## config.mk

```make
export PLATFORM = sky130hd
export DESIGN_NAME = chan_scan_seq
export DESIGN_NICKNAME = d
export VERILOG_FILES = /design/src/rtl/css_pkg.sv /design/src/rtl/css_settle.sv /design/src/rtl/css_lowest.sv /design/src/rtl/css_next_up.sv /design/src/rtl/css_out_stage.sv /design/src/rtl/chan_scan_seq.sv
export SDC_FILE = /design/constraint.sdc
export NUM_CORES = 1
export LEC_CHECK = 0
export BUFFER_PORTS_ARGS = -buffer_cell sky130_fd_sc_hd__buf_2
export CORE_ASPECT_RATIO = 2
export CORE_MARGIN = 4
export CORE_UTILIZATION = 50
export CTS_CLUSTER_DIAMETER = 50
export DETAILED_ROUTE_END_ITERATION = 16
export HOLD_SLACK_MARGIN = 0.08
export PLACE_DENSITY = 0.73
export SLEW_MARGIN = 25
export SYNTH_ARGS = -nofsm -noshare
export SYNTH_HDL_FRONTEND = slang
export SYNTH_HIERARCHICAL = 1
export SYNTH_SLANG_ARGS = --single-unit
```

## constraint.sdc

```tcl
create_clock -name clk -period 4 [get_ports clk]
set_input_delay 0.2 -clock clk [delete_from_list [all_inputs] [get_ports clk]]
set_output_delay 0.2 -clock clk [all_outputs]
set_load 0.05 [all_outputs]
```

## src/rtl/css_pkg.sv

```systemverilog
package css_pkg;

  typedef enum logic {
    ST_IDLE = 1'b0,
    ST_RUN  = 1'b1
  } seq_state_e;

  localparam int STAT_W = 8;

  // status byte: error flag on top, channel index in the low three bits
  function automatic logic [STAT_W-1:0] status_tag(input logic err, input logic [2:0] ch_idx);
    return {err, 4'b0000, ch_idx};
  endfunction

endpackage

```

## src/rtl/css_settle.sv

```systemverilog
module css_settle #(
  parameter int FS_W      = 10,
  parameter int BASE_CLKS = 1024,
  parameter int SEQ_PAD   = 16,
  parameter int FIRST_PAD = 491,
  parameter int CW        = 24
) (
  input  logic [FS_W-1:0] fs_word,
  input  logic            sinc3_sel,
  input  logic            chop_en,
  input  logic            first_conv,
  output logic [CW-1:0]   settle_clks
);

  logic [CW-1:0] ord_w;
  logic [CW-1:0] one_pass;
  logic [CW-1:0] per_ch;

  always_comb begin
    ord_w       = sinc3_sel ? CW'(3) : CW'(4);
    one_pass    = ord_w * CW'(BASE_CLKS) * CW'(fs_word) + CW'(SEQ_PAD);
    per_ch      = chop_en ? (one_pass << 1) : one_pass;
    settle_clks = first_conv ? (per_ch + CW'(FIRST_PAD)) : per_ch;
  end

endmodule

```

## src/rtl/css_lowest.sv

```systemverilog
module css_lowest #(
  parameter int NCH = 8,
  parameter int CHW = 3
) (
  input  logic [NCH-1:0] mask,
  output logic [CHW-1:0] low_ch
);

  always_comb begin
    low_ch = '0;
    for (int i = NCH - 1; i >= 0; i--) begin
      if (mask[i]) low_ch = CHW'(i);
    end
  end

endmodule

```

## src/rtl/css_next_up.sv

```systemverilog
module css_next_up #(
  parameter int NCH = 8,
  parameter int CHW = 3
) (
  input  logic [NCH-1:0] mask,
  input  logic [CHW-1:0] cur,
  output logic [CHW-1:0] up_ch,
  output logic           up_ok
);

  logic [NCH-1:0] above;

  // one qualifier per channel: enabled and strictly above the current index
  for (genvar g = 0; g < NCH; g++) begin : g_above
    assign above[g] = mask[g] && (CHW'(g) > cur);
  end

  always_comb begin
    up_ch = '0;
    up_ok = 1'b0;
    for (int i = NCH - 1; i >= 0; i--) begin
      if (above[i]) begin
        up_ch = CHW'(i);
        up_ok = 1'b1;
      end
    end
  end

endmodule

```

## src/rtl/css_out_stage.sv

```systemverilog
module css_out_stage #(
  parameter int OW = 32
) (
  input  logic          clk,
  input  logic          rst_n,
  input  logic          load,
  input  logic [OW-1:0] load_word,
  input  logic          out_ready,
  output logic          out_valid,
  output logic [OW-1:0] out_word,
  output logic          slot_free
);

  always_ff @(posedge clk) begin
    if (!rst_n) begin
      out_valid <= 1'b0;
      out_word  <= '0;
    end else if (load) begin
      out_valid <= 1'b1;
      out_word  <= load_word;
    end else if (out_ready) begin
      out_valid <= 1'b0;
    end
  end

  assign slot_free = !out_valid || out_ready;

endmodule

```

## src/rtl/chan_scan_seq.sv

```systemverilog
module chan_scan_seq #(
  parameter int NCH       = 8,
  parameter int FS_W      = 10,
  parameter int DW        = 24,
  parameter int BASE_CLKS = 1024,
  parameter int SEQ_PAD   = 16,
  parameter int FIRST_PAD = 491,
  localparam int CHW      = $clog2(NCH),
  localparam int OW       = DW + css_pkg::STAT_W
) (
  input  logic            clk,
  input  logic            rst_n,
  input  logic [NCH-1:0]  chan_mask,
  input  logic [FS_W-1:0] fs_word,
  input  logic            sinc3_sel,
  input  logic            chop_en,
  input  logic            stat_en,
  input  logic [DW-1:0]   conv_data,
  input  logic            conv_err,
  input  logic            out_ready,
  output logic [CHW-1:0]  ch_sel,
  output logic            drdy_n,
  output logic            out_valid,
  output logic [OW-1:0]   out_word
);
  import css_pkg::*;

  localparam int MAX_CNT = 2 * (4 * BASE_CLKS * ((1 << FS_W) - 1) + SEQ_PAD) + FIRST_PAD;
  localparam int CW      = $clog2(MAX_CNT + 1);

  seq_state_e     state_q;
  logic [NCH-1:0] act_q;
  logic [CHW-1:0] ch_q;
  logic [CW-1:0]  cnt_q;

  logic [CHW-1:0] up_ch, act_low, live_low;
  logic           up_ok;
  logic [CW-1:0]  settle;
  logic           slot_free, start, done, push, restart, first_conv, busy;
  logic [OW-1:0]  load_word;

  css_next_up #(.NCH(NCH), .CHW(CHW)) u_up (
    .mask(act_q), .cur(ch_q), .up_ch(up_ch), .up_ok(up_ok)
  );

  css_lowest #(.NCH(NCH), .CHW(CHW)) u_low_act (
    .mask(act_q), .low_ch(act_low)
  );

  css_lowest #(.NCH(NCH), .CHW(CHW)) u_low_live (
    .mask(chan_mask), .low_ch(live_low)
  );

  assign busy       = (state_q == ST_RUN);
  assign start      = (state_q == ST_IDLE) && (|chan_mask);
  assign done       = busy && (cnt_q == CW'(1));
  assign push       = done && slot_free;
  assign restart    = push && !up_ok && (|chan_mask) && (chan_mask != act_q);
  assign first_conv = start || restart;

  css_settle #(
    .FS_W(FS_W), .BASE_CLKS(BASE_CLKS), .SEQ_PAD(SEQ_PAD),
    .FIRST_PAD(FIRST_PAD), .CW(CW)
  ) u_settle (
    .fs_word(fs_word), .sinc3_sel(sinc3_sel), .chop_en(chop_en),
    .first_conv(first_conv), .settle_clks(settle)
  );

  always_ff @(posedge clk) begin
    if (!rst_n) begin
      state_q <= ST_IDLE;
      act_q   <= '0;
      ch_q    <= '0;
      cnt_q   <= '0;
    end else begin
      case (state_q)
        ST_IDLE: begin
          if (start) begin
            state_q <= ST_RUN;
            act_q   <= chan_mask;
            ch_q    <= live_low;
            cnt_q   <= settle;
          end
        end
        ST_RUN: begin
          if (cnt_q > CW'(1)) begin
            cnt_q <= cnt_q - CW'(1);
          end else if (push) begin
            if (up_ok) begin
              ch_q  <= up_ch;
              cnt_q <= settle;
            end else if (chan_mask == '0) begin
              state_q <= ST_IDLE;
            end else if (restart) begin
              act_q <= chan_mask;
              ch_q  <= live_low;
              cnt_q <= settle;
            end else begin
              ch_q  <= act_low;
              cnt_q <= settle;
            end
          end
        end
        default: state_q <= ST_IDLE;
      endcase
    end
  end

  assign load_word = stat_en ? {conv_data, status_tag(conv_err, 3'(ch_q))}
                             : {{STAT_W{1'b0}}, conv_data};

  css_out_stage #(.OW(OW)) u_out (
    .clk(clk), .rst_n(rst_n), .load(push), .load_word(load_word),
    .out_ready(out_ready), .out_valid(out_valid), .out_word(out_word),
    .slot_free(slot_free)
  );

  assign ch_sel = ch_q;
  assign drdy_n = !out_valid;

endmodule

```

After elaboration in Yosys (flattened, before gate mapping)
Index checks and enable logic that the tools add are counted.
W data, S select, Z words.
- multiply operators: 1
- equality and inequality tests: 11
- $add $sub $neg: 3
- reductions and logical operators: 24
- magnitude comparators: 9
- bitwise gates (word level): 1
- multiplexer cells: 64
- operators with widths (operator ; number):
    $mux W23 ; 7
    $mux W3 ; 31
    $mux W8 ; 6
    $pmux W23 S2 ; 1
    $mux W32 ; 1
    $add A23 B5 Y23 const B ; 1
    $add A23 B9 Y23 const B ; 1
    $eq A23 B1 Y1 const B ; 1
    $gt A23 B1 Y1 const B ; 1
    $sub A23 B1 Y23 const B ; 1
    $pmux W8 S2 ; 1
    $mux W1 ; 15
    $logic_and A1 B1 Y1 ; 14
    $mul A13 B10 Y13 ; 1
    $gt A3 B3 Y1 const A ; 4
    $logic_not A8 Y1 ; 1
    $ne A2 B2 Y1 const B ; 4
    $ne A8 B8 Y1 ; 1
    $reduce_or A8 Y1 ; 1
    $gt A1 B3 Y1 const A ; 2
    $gt A2 B3 Y1 const A ; 2
    $pmux W3 S2 ; 1
    $reduce_and A6 Y1 ; 1
    $ne A2 B1 Y1 const B ; 2
    10 further kinds ; 12
- register bits after elaboration: 68
- input port bits: 49
- logic and storage cells: 119

Longest topological paths before layout
Gate-level depths: netlist of the first run.
- word-level depth: 21
- gate-level depth with buffers: 15

Hierarchy
The synthesis of the first run kept the hierarchy.
- modules (own cells, without submodules) (module ; sequential area each (µm²) ; area each (µm²) ; instances ; cells an instance):
    chan_scan_seq ; 700.7 ; 2675.1 ; 1 ; 333
    css_out_stage ; 660.6 ; 1281.2 ; 1 ; 107
    css_settle ; 0.0 ; 1043.5 ; 1 ; 137
    css_next_up ; 0.0 ; 219.0 ; 1 ; 33
    css_lowest ; 0.0 ; 83.8 ; 2 ; 12

Least setup slack after synthesis of the first run
No wires, ideal clock.
- kind: input port to flip-flop
- start point: input sinc3_sel
- end point: register cnt_q[18]
- arrival time: 2.995 ns
- library setup time: 0.122 ns
- stages on the path: 12
- setup slack: 0.883 ns
- path through: clkbuf_1 -> mux2_2 -> ha_1 -> ha_1 -> and2_4 -> a221o_1 -> or3_4 -> a21oi_2 -> nor3_1 -> o21bai_1 -> o311ai_0 -> o2bb2a_1
- cells in the longest elaborated chain, start to end: 11
- elaborated cells between the ends (all ways): 12
- RTL lines (what ; line ; RTL):
    start: declaration ; chan_scan_seq.sv:15 ; input logic sinc3_sel,
    $mux W3 * ; css_settle.sv:20 ; ord_w = sinc3_sel ? CW'(3) : CW'(4);
    $mul A13 B10 Y13 * ; css_settle.sv:21 ; one_pass = ord_w * CW'(BASE_CLKS) * CW'(fs_word) + CW'(SEQ_PAD);
    $add A23 B5 Y23 * ; css_settle.sv:21 ;
    $mux W23 * ; css_settle.sv:22 ; per_ch = chop_en ? (one_pass << 1) : one_pass;
    $add A23 B9 Y23 ; css_settle.sv:23 ; settle_clks = first_conv ? (per_ch + CW'(FIRST_PAD)) : per_ch;
    $mux W23 * ; css_settle.sv:23 ;
    net settle[18] ; chan_scan_seq.sv:38 ; logic [CW-1:0] settle;
    $mux W23 ; chan_scan_seq.sv:92 ; end else if (chan_mask == '0) begin
    $mux W23 ; chan_scan_seq.sv:89 ; if (up_ok) begin
    $mux W23 ; chan_scan_seq.sv:88 ; end else if (push) begin
    $mux W23 ; chan_scan_seq.sv:86 ; if (cnt_q > CW'(1)) begin
    $pmux W23 S2 * ; chan_scan_seq.sv:76 ; case (state_q)
    end signal: assignment ; chan_scan_seq.sv:82 ; cnt_q <= settle;
    end signal: assignment ; chan_scan_seq.sv:87 ; cnt_q <= cnt_q - CW'(1);
    end signal: assignment ; chan_scan_seq.sv:91 ; cnt_q <= settle;
    end: declaration ; chan_scan_seq.sv:34 ; logic [CW-1:0] cnt_q;
Mark *: on every way through the listed nets, which the timed path passes. The rest lies on a longest branch. The select of a mux whose other input is x is not followed.
A chain may end at the register's enable or synchronous reset.

Worst setup path in the final report of the first run
- start point: register act_q[7]
- end point: register cnt_q[9]
- cells in the longest elaborated chain, start to end: 20
- elaborated cells between the ends (all ways): 24
- RTL lines (what ; line ; RTL):
    start: declaration ; chan_scan_seq.sv:32 ; logic [NCH-1:0] act_q;
    start signal: assignment ; chan_scan_seq.sv:80 ; act_q <= chan_mask;
    start signal: assignment ; chan_scan_seq.sv:95 ; act_q <= chan_mask;
    $logic_and A1 B1 Y1 * ; css_next_up.sv:15 ; assign above[g] = mask[g] && (CHW'(g) > cur);
    $mux W1 * (8 in a row) ; css_next_up.sv:22 ; if (above[i]) begin
    net up_ok ; chan_scan_seq.sv:37 ; logic up_ok;
    $logic_not A1 Y1 * ; chan_scan_seq.sv:58 ; assign restart = push && !up_ok && (|chan_mask) && (chan_mask != act_q);
    $logic_and A1 B1 Y1 * (3 in a row) ; chan_scan_seq.sv:58 ;
    $logic_or A1 B1 Y1 * ; chan_scan_seq.sv:59 ; assign first_conv = start || restart;
    net first_conv ; chan_scan_seq.sv:39 ; logic slot_free, start, done, push, restart, first_conv, busy;
    $mux W23 * ; css_settle.sv:23 ;
    net settle[9] ; chan_scan_seq.sv:38 ;
    $mux W23 ; chan_scan_seq.sv:92 ;
    $mux W23 ; chan_scan_seq.sv:89 ;
    $mux W23 ; chan_scan_seq.sv:88 ;
    $mux W23 ; chan_scan_seq.sv:86 ;
    $pmux W23 S2 * ; chan_scan_seq.sv:76 ;
Marked as above.

==> results of run 1 <==
-- state kept, by name, summed over array words and instances, names as in the netlist --
| signal | cells |
|---|---|
| u_out/out_word | 32 |
| cnt_q | 23 |
| act_q | 8 |
| ch_sel | 3 |
| busy | 1 |
| u_out/out_valid | 1 |
-- power by group through the flow --
stage               Clock, mW  Sequential, mW  Combinational (mW)
floorplan                   0           0.790               0.461
global placement            0           0.789               0.587
detailed placement          0           0.792               0.605
CTS                     0.952           0.779               0.612
global route            0.987           0.788               0.680
finish                  0.939           0.781               0.617
-- synth_stat cells, drive strengths merged, types with 10 or more instances --
cell,number,area share (%)
mux2i,48,8.9
and2,23,2.7
clkbuf,27,2.1
nor2b,45,5.3
a21oi,50,4.9
mux2,32,6.7
nor2,37,2.7
nor3,14,1.4
nand3,14,1.4
xor2,10,1.6
nor4,17,2.4
dfxtp,68,25
o21ai,25,2.4
buf,24,4.0
nand2,33,2.3
inv,22,1.5
o22ai,12,1.4
ha,23,5.3
-- worst paths after layout --
path / startpoint / to / slack (ps) / cells past startpoint
setup / recovery: act_q[7] / cnt_q[9] / 720 / 11
setup reg to reg: act_q[7] / cnt_q[9] / 720 / 11
hold / removal: chan_mask[3] / act_q[3] / 200 / 3
hold reg to reg: cnt_q[14] / cnt_q[14] / 490 / 2
-- final cells by class --
type / instances / area [µm²]
clock inverters: 5 / 108
repair buffers: 91 / 470
well taps: 137 / 171
fillers: 966 / 4470
clock buffers: 11 / 253
inverters: 23 / 86.3
multi-input cells: 492 / 3630
flip-flops and latches: 68 / 1360
-- cells by family after synthesis --
logic type / share of synthesized area, %
and+or+nand+nor: 24.6
AOI/OAI and AO/OA: 18.8
muxes: 15.6
buffers and inverters: 7.64
DFF: 25.3
adders and majority gates: 5.71
xor gates and xnor gates: 2.28
other: 0.0696
-- per-layer routing --
metal,wire length (µm),up-vias,global-route usage (%)
li1,-,2401,-
met1,4890,2328,22.0
met2,8100,169,44.1
met3,622,66,5.42
met4,962,0,17.9
met5,0,-,0
-- worst min-delay path: cells and delay by family --
kind / cells / cell delay [ps]
simple gates: 1 / 70
buf+inv: 1 / 140
mux: 1 / 80
-- per-stage QoR --
stage          instance area [µm²]  worst slack [ps]  utilization (%)  instances
3_3_place_gp                  5710               581             54.2        811
6_report                      6080               717             57.6        827
2_1_floorplan                 5390               883                -        634
4_1_cts                       6080               812             57.6        827
3_5_place_dp                  5720               736             54.2        811
5_1_grt                       6080               618             57.6        827
==> metrics.sh, run 1 <==
TRITONCTS_CLOCK_TREE='done'
WORSTHOLDPATHTYPE='in -> reg'
CRIT_FANOUT=11
CLOCK_TREE.BUFFER_DEPTH=2
WL_UM=14600
POST-ROUTE-PERIOD-UTIL_PCT=82.1
COREAREA_UM2=10500
CTSRESIZECOUNT=0
SYNTH_AREA_PER_CELL_UM2=8.50
POSTSYNTH.TOPFLOPCELL='sky130_fd_sc_hd__dfxtp_1'
INTERNAL-POWER_mW=1.62
FIRST_PASS_GRT_WIRE_LENGTH_UM=23800
CPLARGESTDELAYFAMILY='compound AO/OA/AOI/OAI gates'
COMMONEST_NON_FILL_NON_TAP_CELL_IN_THE_LAYOUT='sky130_fd_sc_hd__buf_2'
DETAILEDROUTE.FIRSTPASSITERATIONCOUNT=4
TOTALNEGATIVESETUPSLACK_PS=0
SYNTH_SEQ_AREA_SHARE_PCT=25.3
START_UTIL_PCT=51.1
CRITICAL_PATH.MAX_STAGE_DELAY_PS=650
POWER.DENSITY_CELL_AREA_nW_PER_UM2=384
CRITPATHARRIVALTIME_PS=3510
LAYOUT-AREA-OVERHEAD-VS-SYNTH_PCT=12.8
PLACE_CONGESTION=0.890
FIN_WORST_HOLD_SLACK_PS=197
PORT_BUFFERS=85
AGGREGATE_GLOBAL_ROUTE_RESOURCE_USAGE_PCT=24.1
GRT_OVERFLOW=0
REPORT.POWER.TOTAL_mW=2.34
TIMING.MAX_CAP.VIOLATIONS=0
CLKSLEWWORSTSETUPHOLDPATHS_PS=60
CTS.HTREE.LEVELS=3
VIAS_PER_CELL=6.00
VIAS=4964
WIRE_PER_INST_UM=17.6
POST_CTS_HOLD_BUFFER_COUNT=0
SYN-NUM-NETS=707
CTS_MADE_BUFFERS=9
WORSTPATHREQUIRED_PS=4220
RELSLEWSLACK_PCT=41.8
DIE_HEIGHT_UM=155
DIE_W_UM=81.4
CELL_AREA_SYNTH_UM2=5390
SLOWEST_STAGE='sky130_fd_sc_hd__a31oi_2'
COMBINATIONALPOWERSHARE_PCT=26.4
TIMING_WORST_SLEW_PIN_VALUE_PS=873
MAXCLOCKFREQUENCY_GHz=0.305
CRIT_PATH_CELL_CHAIN='nor2b_1 -> o22ai_1 -> nor2b_1 -> nand2b_1 -> nor2_1 -> a31oi_2 -> inv_1 -> ha_1 -> o21ai_0 -> o41ai_1 -> a32o_1'
STATIC-LEAKAGE-POWER_nW=2.41
POSTSYNTHREGISTERBITS=68
SETUP_VIOL=0
DRV_SLEW=0
MOSTFREQUENTLAYOUTCELLS='sky130_fd_sc_hd__buf_2, sky130_fd_sc_hd__dfxtp_1, sky130_fd_sc_hd__mux2i_1, sky130_fd_sc_hd__a21oi_1, sky130_fd_sc_hd__nor2b_1'
STARTPOINT_TYPE='flop'
CP.BUFFERS_INVERTERS=1
CLOCKPOWERSHARE_PCT=40.2
CLOCK_SKEW_PS=6.37
DETAILEDPLACEMENTHPWL_UM=11000
CELL_VARIETY_AFTER_SYNTH=85
IR_WORST_VDD_mV=0.220
DIE_OUTLINE_AREA_UM2=12600
ASYNC_FLOP_SHARE_PCT=0
CTS_SETUP_BUFFERS=0
POWER.SWITCHING_FRACTION_PCT=30.5
SETUP.WORST_PATH.END_CLASS='flop'
PIN_COUNT_OF_THE_BIGGEST_NET_ENTERING_GLOBAL_ROUTING=54
CLOCK_INSERTION_DELAY_AT_THE_LATER_PIN_OF_THE_SKEW_REPORT_PS=330
FINAL_ANTENNA_NET_COUNT=0
CTS_ROOT_BUF='sky130_fd_sc_hd__clkbuf_16'
TIMING.FINAL.CRIT_PERIOD_PS=3280
GRT_SETUP_UNREPAIRED='no'
NUM-NETS-FINAL=758
POWER.SWITCHING_mW=0.712
NUMBER_OF_TOP_LEVEL_DESIGN_PORTS=86
FIRST_GLOBAL_VIAS=5040
CRITICAL_PATH_CLASS='reg -> reg'
LAYOUT-DRIVE-GT1-SHARE_PCT=24.5
SYNTH_ENABLE_FLOP_CELLS=0
POWER.SHARE.SEQUENTIAL_PCT=33.4
INITIAL_ANTENNA_VIOLATION_COUNT=0
SYNTH-WARNING-COUNT=6
SYN-INSTANCE-COUNT=634
PLACEMENT_ROWS=53
TIMING.FINAL.HOLD_VIOLATIONS=0
CRITICAL-PATH-TOP-CELL-BY-COUNT='sky130_fd_sc_hd__nor2b_1'
RESULT_OF_THE_RUN='finished clean'
DRC=0
DRTITER0DRC=198
CLOCK_SINKS=68
DIODES=0
Note: power is estimated with default switching activity, not from simulation.
==> run 2, diff against run 1 <==
clock period = 3.35 ns   (was 4 ns; I/O delays follow)
==> run 2 against run 1 <==
Against the previous run: hold slack lost 32 ps; non-clock buffer count grew 10; global-route usage fell by 0.31 points; routed wire length up 0.78%; design area fell by 0.54%; highest routed layer unchanged.
==> metrics.sh, run 2 (synthesis gave the netlist of run 1 again) <==
CRITPATHARRIVALTIME_PS=3120  # -390 ps
FINAL_ANTENNA_NET_COUNT=0  # unchanged
LAYOUT-AREA-OVERHEAD-VS-SYNTH_PCT=12.2
GR_LAYER_USAGE_MET1_PCT=22.4  # +0.42 points
FIN_WORST_HOLD_SLACK_PS=165  # -31.6 ps
CTS_SETUP_BUFFERS=0  # unchanged
GRT_SETUP_UNREPAIRED='no'
DIE_HEIGHT_UM=155  # unchanged
CP-STARTPOINT='sinc3_sel'
MET3_USAGE_PCT=4.78  # -0.64 points
POWER.SWITCHING_FRACTION_PCT=33.5  # +3.1 points
DRV_SLEW=0  # unchanged
DIODES=0  # unchanged
TIMING.MAX_CAP.VIOLATIONS=0  # unchanged
FIRST_GLOBAL_VIAS=5048  # +0.16%
CLOCK_SKEW_PS=8.60  # +2.23 ps
WORSTHOLDSTART='chan_mask[3]'
CRITICAL_PATH.MAX_STAGE_DELAY_PS=390  # -260 ps
RR_STARTPOINT='cnt_q[0]'
CLOCK_INSERTION_DELAY_AT_THE_LATER_PIN_OF_THE_SKEW_REPORT_PS=330  # about the same
DPL_CELL_AREA_UM2=5790  # +1.2%
RESULT_OF_THE_RUN='finished clean'
MAXCLOCKFREQUENCY_GHz=0.344
POST_CTS_HOLD_BUFFER_COUNT=0  # unchanged
PIN_COUNT_OF_THE_BIGGEST_NET_ENTERING_GLOBAL_ROUTING=53  # -1.9%
DIE_OUTLINE_AREA_UM2=12600  # unchanged
CTS_MADE_BUFFERS=9  # unchanged
CLKSLEWWORSTSETUPHOLDPATHS_PS=50  # about the same
SETUP.WORST_PATH.END_CLASS='flop'
DETAILEDROUTE.FIRSTPASSITERATIONCOUNT=4  # unchanged
MOSTFREQUENTLAYOUTCELLS='sky130_fd_sc_hd__buf_2, sky130_fd_sc_hd__dfxtp_1, sky130_fd_sc_hd__mux2i_1, sky130_fd_sc_hd__a21oi_1, sky130_fd_sc_hd__nor2b_1'
REGTOREGSETUPSLACK_PS=540  # -180 ps
CLOCK_SINKS=68  # unchanged
REGISTERS.TOP_BY_FF_COUNT='u_out/out_word'
DRTITER0DRC=213  # +7.6%
LAYOUT-DRIVE-GT1-SHARE_PCT=25.2  # +0.69 points
RELSLEWSLACK_PCT=55.1  # +13 points
WORSTPATHREQUIRED_PS=3570  # -650 ps
NUM-NETS-FINAL=768  # +1.3%
AREA_OF_ALL_PLACED_CELLS_WITHOUT_FILLERS_UM2=6040  # -0.54%
NUMBER_OF_TOP_LEVEL_DESIGN_PORTS=86  # unchanged
TIMING_WORST_SLEW_PIN_VALUE_PS=664  # -210 ps
CRITICAL-PATH-TOP-CELL-BY-COUNT='sky130_fd_sc_hd__ha_1'
LARGEST_REGISTER_FF_COUNT=32  # unchanged
START_UTIL_PCT=51.1  # unchanged
WIRE_PER_INST_UM=17.6  # -0.30%
STARTPOINT_TYPE='input pin'
GROUTE.LAYER.MET2.USAGE_PCT=43.4  # -0.66 points
DRC=0  # unchanged
DETAILEDPLACEMENTHPWL_UM=11000  # +0.39%
COREAREA_UM2=10500  # unchanged
COMBINATIONALPOWERSHARE_PCT=30.0  # +3.6 points
CTS.HTREE.LEVELS=3  # unchanged
CTSRESIZECOUNT=0  # unchanged
CLOCK_TREE.BUFFER_DEPTH=2  # unchanged
REG.LARGEST.LIST='u_out/out_word (32), cnt_q (23), act_q (8)'
CRIT_FANOUT=20  # +9
VIAS_PER_CELL=6.09  # +1.5%
CTS_ROOT_BUF='sky130_fd_sc_hd__clkbuf_16'
FIN_UTIL_PCT=57.3  # -0.31 points
DIE_W_UM=81.4  # unchanged
PLACE_CONGESTION=0.903  # +1.5%
TIMING.FINAL.CRIT_PERIOD_PS=2900
GRT_OVERFLOW=0  # unchanged
COMMONEST_NON_FILL_NON_TAP_CELL_IN_THE_LAYOUT='sky130_fd_sc_hd__buf_2'
TIMING.FINAL.HOLD_VIOLATIONS=0  # unchanged
POWER.SHARE.SEQUENTIAL_PCT=36.8  # +3.4 points
INITIAL_ANTENNA_VIOLATION_COUNT=0  # unchanged
IR_WORST_VDD_mV=0.292  # +33%
POST-ROUTE-PERIOD-UTIL_PCT=86.7
SETUP_VIOL=0  # unchanged
WL_UM=14700  # +0.78%
SLOWEST_STAGE='sky130_fd_sc_hd__mux2_2'
GR-MAX-USAGE-LAYER='met2'
VIAS=5094  # +2.6%
FIRST_PASS_GRT_WIRE_LENGTH_UM=23700  # -0.44%
TRITONCTS_CLOCK_TREE='done'
TOTALNEGATIVESETUPSLACK_PS=0  # unchanged
POWER.DENSITY_CELL_AREA_nW_PER_UM2=417  # +8.6%
CLOCKPOWERSHARE_PCT=33.2  # -7.0 points
PORT_BUFFERS=85  # unchanged
PLACEMENT_ROWS=53  # unchanged
CRIT_PATH_CELL_CHAIN='buf_2 -> mux2_2 -> ha_1 -> ha_1 -> inv_1 -> fa_1 -> nor2b_1 -> o31a_1 -> o21ai_1 -> nor4b_1 -> nor3_1 -> o21bai_1 -> o311ai_0 -> o2bb2a_1'
WORSTHOLDPATHTYPE='in -> reg'
AGGREGATE_GLOBAL_ROUTE_RESOURCE_USAGE_PCT=23.8  # -0.31 points
POWER.SWITCHING_mW=0.847  # +19%
STATIC-LEAKAGE-POWER_nW=2.40  # -0.11%
CRITICAL_PATH_CLASS='in -> reg'
INTERNAL-POWER_mW=1.68  # +3.2%
==> run 2: per-layer routing <==
metal	share of wire (%)	wire, µm
met3	5.1	743
met2	54	7930
met5	0	0
met1	34	5010
met4	6.8	1010
==> run 2: stage by stage <==
stage	instances	setup WS (ps)	total power [mW]
floorplan	634	265	1.49
global placement	821	221	1.66
detailed placement	821	119	1.68
CTS	836	463	2.53
global route	836	196	2.66
finish	836	446	2.52
==> run 2: final cells by class <==
cell class | instances | area (µm²)
Multi-Input combinational cell | 492 | 3620
Inverter | 23 | 86.3
Clock buffer | 10 | 229
Sequential cell | 68 | 1360
Fill cell | 950 | 4500
Timing Repair Buffer | 101 | 546
Clock inverter | 5 | 30.0
Tap cell | 137 | 171
==> run 2: critical path: cells and delay by family <==
family          cells  cell delay (ps)
fa+ha+maj           3              740
mux                 1              390
simple gates        3              430
buf+inv             2              350
compound gates      5             1040
==> run 2: path summary, 6_finish.rpt <==
kind | end | cells after the start
worst max-delay path | cnt_q[18] | 14
worst min-delay path | act_q[3] | 3
worst min register to register | cnt_q[14] | 2
worst max register to register | cnt_q[18] | 8
==> run 2: power by group through the flow <==
stage / combinational, mW / sequential, mW / clock (mW)
floorplan: 0.550 / 0.943 / 0
global placement: 0.717 / 0.940 / 0
detailed placement: 0.739 / 0.943 / 0
CTS: 0.745 / 0.926 / 0.856
global route: 0.830 / 0.937 / 0.895
finish: 0.757 / 0.928 / 0.839
==> run 3, diff against run 2 <==
ABC_AREA = 1   (was unset)
==> run 3 against run 2 <==
Against the previous run: sequential power decreased by 2.5%; flip-flop and latch count unchanged; power decreased by 4.0%; first-iteration DRC count increased by 12%; worst setup slack improved by 350 ps; global-route usage increased by 1.2 points; clock skew decreased by 2.9 ps; routed wire length increased by 2.3%; via count increased by 14%; critical path type is now reg -> reg; critical endpoint is now cnt_q[5]; highest routed layer unchanged.
==> metrics.sh, run 3 <==
REGAREA_UM2=1360  # unchanged
ASYNC_FLOP_SHARE_PCT=0  # unchanged
LARGEST_REGISTER_FF_COUNT=32  # unchanged
INITIAL_ANTENNA_VIOLATION_COUNT=0  # unchanged
SETUP_VIOL=0  # unchanged
SYNTH_COMMON_CELLS='sky130_fd_sc_hd__nand2_1, sky130_fd_sc_hd__nor2_1, sky130_fd_sc_hd__inv_1, sky130_fd_sc_hd__nand3_1, sky130_fd_sc_hd__dfxtp_1'
NUMBER_OF_TOP_LEVEL_DESIGN_PORTS=86  # unchanged
RELSLEWSLACK_PCT=48.2  # -6.9 points
TIMING.RR.END='cnt_q[5]'
GRT_SETUP_UNREPAIRED='no'
SYNTHMOSTINSTANTIATEDCELL='sky130_fd_sc_hd__nand2_1'
GRT_OVERFLOW=0  # unchanged
PLACE_CONGESTION=1.06  # +17%
STATIC-LEAKAGE-POWER_nW=3.46  # +44%
POWER.DENSITY_CELL_AREA_nW_PER_UM2=395  # -5.3%
WORSTHOLDPATHTYPE='in -> reg'
SETUP.WORST_PATH.END_CLASS='flop'
DETAILEDROUTE.FIRSTPASSITERATIONCOUNT=5  # +1
FIRST_GLOBAL_VIAS=5697  # +13%
TIMING.FINAL.HOLD_VIOLATIONS=0  # unchanged
POSTSYNTH.TOPFLOPCELL='sky130_fd_sc_hd__dfxtp_1'
FINAL_ANTENNA_NET_COUNT=0  # unchanged
TIMING.MAX_CAP.VIOLATIONS=0  # unchanged
CTS.HTREE.LEVELS=3  # unchanged
COMMONEST_NON_FILL_NON_TAP_CELL_IN_THE_LAYOUT='sky130_fd_sc_hd__nand2_1'
CRITICAL_PATH_CLASS='reg -> reg'
REGISTERS.TOP_BY_FF_COUNT='u_out/out_word'
CLOCK_TREE.BUFFER_DEPTH=2  # unchanged
SYNTHDOMINANTCELLAREASHARE_PCT=24.7  # -0.55 points
RESULT_OF_THE_RUN='finished clean'
CELL_AREA_SYNTH_UM2=5510  # +2.2%
PIN_COUNT_OF_THE_BIGGEST_NET_ENTERING_GLOBAL_ROUTING=52  # -1.9%
POST_CTS_HOLD_BUFFER_COUNT=0  # unchanged
IR_WORST_VDD_mV=0.266  # -8.9%
MOSTFREQUENTLAYOUTCELLS='sky130_fd_sc_hd__nand2_1, sky130_fd_sc_hd__nor2_1, sky130_fd_sc_hd__inv_1, sky130_fd_sc_hd__buf_2, sky130_fd_sc_hd__nand3_1'
CTS_SETUP_BUFFERS=0  # unchanged
LAYOUT-DRIVE-GT1-SHARE_PCT=15.2  # -10 points
RR_STARTPOINT='ch_sel[1]'
DIODES=0  # unchanged
DIE_OUTLINE_AREA_UM2=12900  # +2.1%
TOTAL_AREA_OF_MULTI_INPUT_COMBINATIONAL_CELLS_UM2=3310  # -8.5%
WORSTHOLDSTART='chan_mask[0]'
WIRE_PER_INST_UM=13.2  # -25%
START_UTIL_PCT=50.6  # -0.46 points
PLACEMENT_ROWS=54  # +1.9%
SYNTH_AREA_PER_CELL_UM2=5.88  # -31%
DP.CELLS=1120  # +36%
WL_UM=15000  # +2.3%
LAYOUT-AREA-OVERHEAD-VS-SYNTH_PCT=11.2
CELL_VARIETY_AFTER_SYNTH=41  # -52%
DRC=0  # unchanged
TIMING_WORST_SLEW_PIN_VALUE_PS=776  # +112 ps
CLOCK_SINKS=68  # unchanged
DETAILEDPLACEMENTHPWL_UM=11800  # +7.1%
CTS_MADE_BUFFERS=9  # unchanged
SYNTH_TOP_CELLS_BY_AREA='sky130_fd_sc_hd__dfxtp_1, sky130_fd_sc_hd__nand2_1, sky130_fd_sc_hd__nor2_1, sky130_fd_sc_hd__inv_1, sky130_fd_sc_hd__nand3_1'
CRITPATHARRIVALTIME_PS=2810  # -310 ps
WORST_HOLD_PATH.ENDPOINT='act_q[0]'
FIRST_PASS_GRT_WIRE_LENGTH_UM=25200  # +6.4%
CTS_ROOT_BUF='sky130_fd_sc_hd__clkbuf_16'
DIE_W_UM=82.2  # +1.0%
PORT_BUFFERS=85  # unchanged
SYNTH_SEQ_AREA_SHARE_PCT=24.7  # -0.55 points
MAXCLOCKFREQUENCY_GHz=0.391  # +14%
WHS_PATH_DEPTH=3  # unchanged
TIMING.FINAL.CRIT_PERIOD_PS=2560  # -349 ps
DIE_HEIGHT_UM=156  # +1.0%
DRV_SLEW=0  # unchanged
SYN-NUM-NETS=1009  # +43%
STARTPOINT_TYPE='flop'
REPORT.POWER.TOTAL_mW=2.42  # -4.0%
SYNTH-WARNING-COUNT=6  # unchanged
CTSRESIZECOUNT=0  # unchanged
POST-ROUTE-PERIOD-UTIL_PCT=76.3  # -10 points
NUM-NETS-FINAL=1064  # +39%
NETLIST.TOP_CELL.BY_AREA='sky130_fd_sc_hd__dfxtp_1'
WORSTPATHREQUIRED_PS=3600  # +30 ps
VIAS=5794  # +14%
RR_WORST_DEPTH=14  # +6
CLKSLEWWORSTSETUPHOLDPATHS_PS=60  # about the same
REG.LARGEST.LIST='u_out/out_word (32), cnt_q (23), act_q (8)'
CLOCK_INSERTION_DELAY_AT_THE_LATER_PIN_OF_THE_SKEW_REPORT_PS=330  # about the same
POSTSYNTHREGISTERBITS=68  # unchanged
AGGREGATE_GLOBAL_ROUTE_RESOURCE_USAGE_PCT=25.0  # +1.2 points
COREAREA_UM2=10900  # +3.2%
SYNTH_ENABLE_FLOP_CELLS=0  # unchanged
TRITONCTS_CLOCK_TREE='done'
VIAS_PER_CELL=5.10  # -16%
CRIT_FANOUT=13  # -35%
DRTITER0DRC=238  # +12%
FIN_UTIL_PCT=56.3  # -1.0 points
N_FILL_CELL=1149  # +21%
REGTOREGSETUPSLACK_PS=790  # +250 ps
SYN-INSTANCE-COUNT=936  # +48%
FIN_CELLS=1136  # +36%
PRECTSSETUPSLACK_PS=660  # +541 ps
POST-ROUTE-WORST-SETUP-SLACK_PS=795  # +349 ps
CLOCK_SKEW_PS=5.72  # -2.88 ps
TOTALNEGATIVESETUPSLACK_PS=0  # unchanged
==> run 3: metal layers <==
metal,track usage (%),routed length (µm),vias to the layer above
met5,0,0,-
met4,17.7,1030,0
met3,3.00,539,59
met2,48.0,8340,141
met1,22.6,5120,2594
li1,-,-,3000
==> run 3: cells by family (layout without fill, tap and decap cells) <==
family                     count (synthesis)  in the layout  share of synthesized area [%]
AOI/OAI and AO/OA                        119            119                           11.2
DFF                                       68             68                           24.7
muxes                                      1              1                          0.204
buffers and inverters                    191            251                           15.1
adders and majority gates                 24             24                           5.59
other                                      1              1                         0.0681
xor gates and xnor gates                  16             16                           2.54
and+or+nand+nor                          516            516                           40.5
==> run 3: worst max-delay path by stage <==
stage	from	end	slack [ps]	depth (start not counted)
final	ch_sel[1]	cnt_q[5]	790	14
after global routing	ch_sel[2]	cnt_q[5]	450	14
after CTS	ch_sel[1]	cnt_q[5]	820	14
after detailed placement	sinc3_sel	cnt_q[18]	660	22
after global placement	sinc3_sel	cnt_q[18]	730	22
after floorplan	ch_sel[2]	cnt_q[7]	960	14
==> run 3: worst max-delay path, cell delays in order (launching register included) <==
cell and delay (ps):
sky130_fd_sc_hd__dfxtp_1 430, sky130_fd_sc_hd__nand3_1 130, sky130_fd_sc_hd__nand2_1 80, sky130_fd_sc_hd__nand2_1 60, sky130_fd_sc_hd__nor2_1 200, sky130_fd_sc_hd__nand3_1 260
sky130_fd_sc_hd__nor2_4 230, sky130_fd_sc_hd__nand2_2 180, sky130_fd_sc_hd__nand2_2 270, sky130_fd_sc_hd__ha_1 280, sky130_fd_sc_hd__inv_1 50, sky130_fd_sc_hd__inv_1 30
sky130_fd_sc_hd__nand2_1 50, sky130_fd_sc_hd__nand3_1 70, sky130_fd_sc_hd__a21oi_1 130
==> run 3: where the power goes <==
group	internal (mW)	switching [mW]	total (mW)
Sequential	0.849	0.0564	0.905
Clock	0.496	0.356	0.852
Combinational	0.235	0.429	0.664
Total	1.58	0.842	2.42
==> run 3: area by class of cell <==
type	instances	share of cell area (%)
Sequential cell	68	22.2
Inverter	146	8.99
Multi-Input combinational cell	677	54.1
Clock inverter	7	0.715
Timing Repair Buffer	89	7.44
Tap cell	140	2.86
Clock buffer	9	3.68
==> run 3: per-stage QoR <==
step,cell area [µm²],hold slack (ps)
floorplan,5510,303
global placement,5860,457
detailed placement,5860,469
CTS,6120,122
global route,6120,144
finish,6120,130
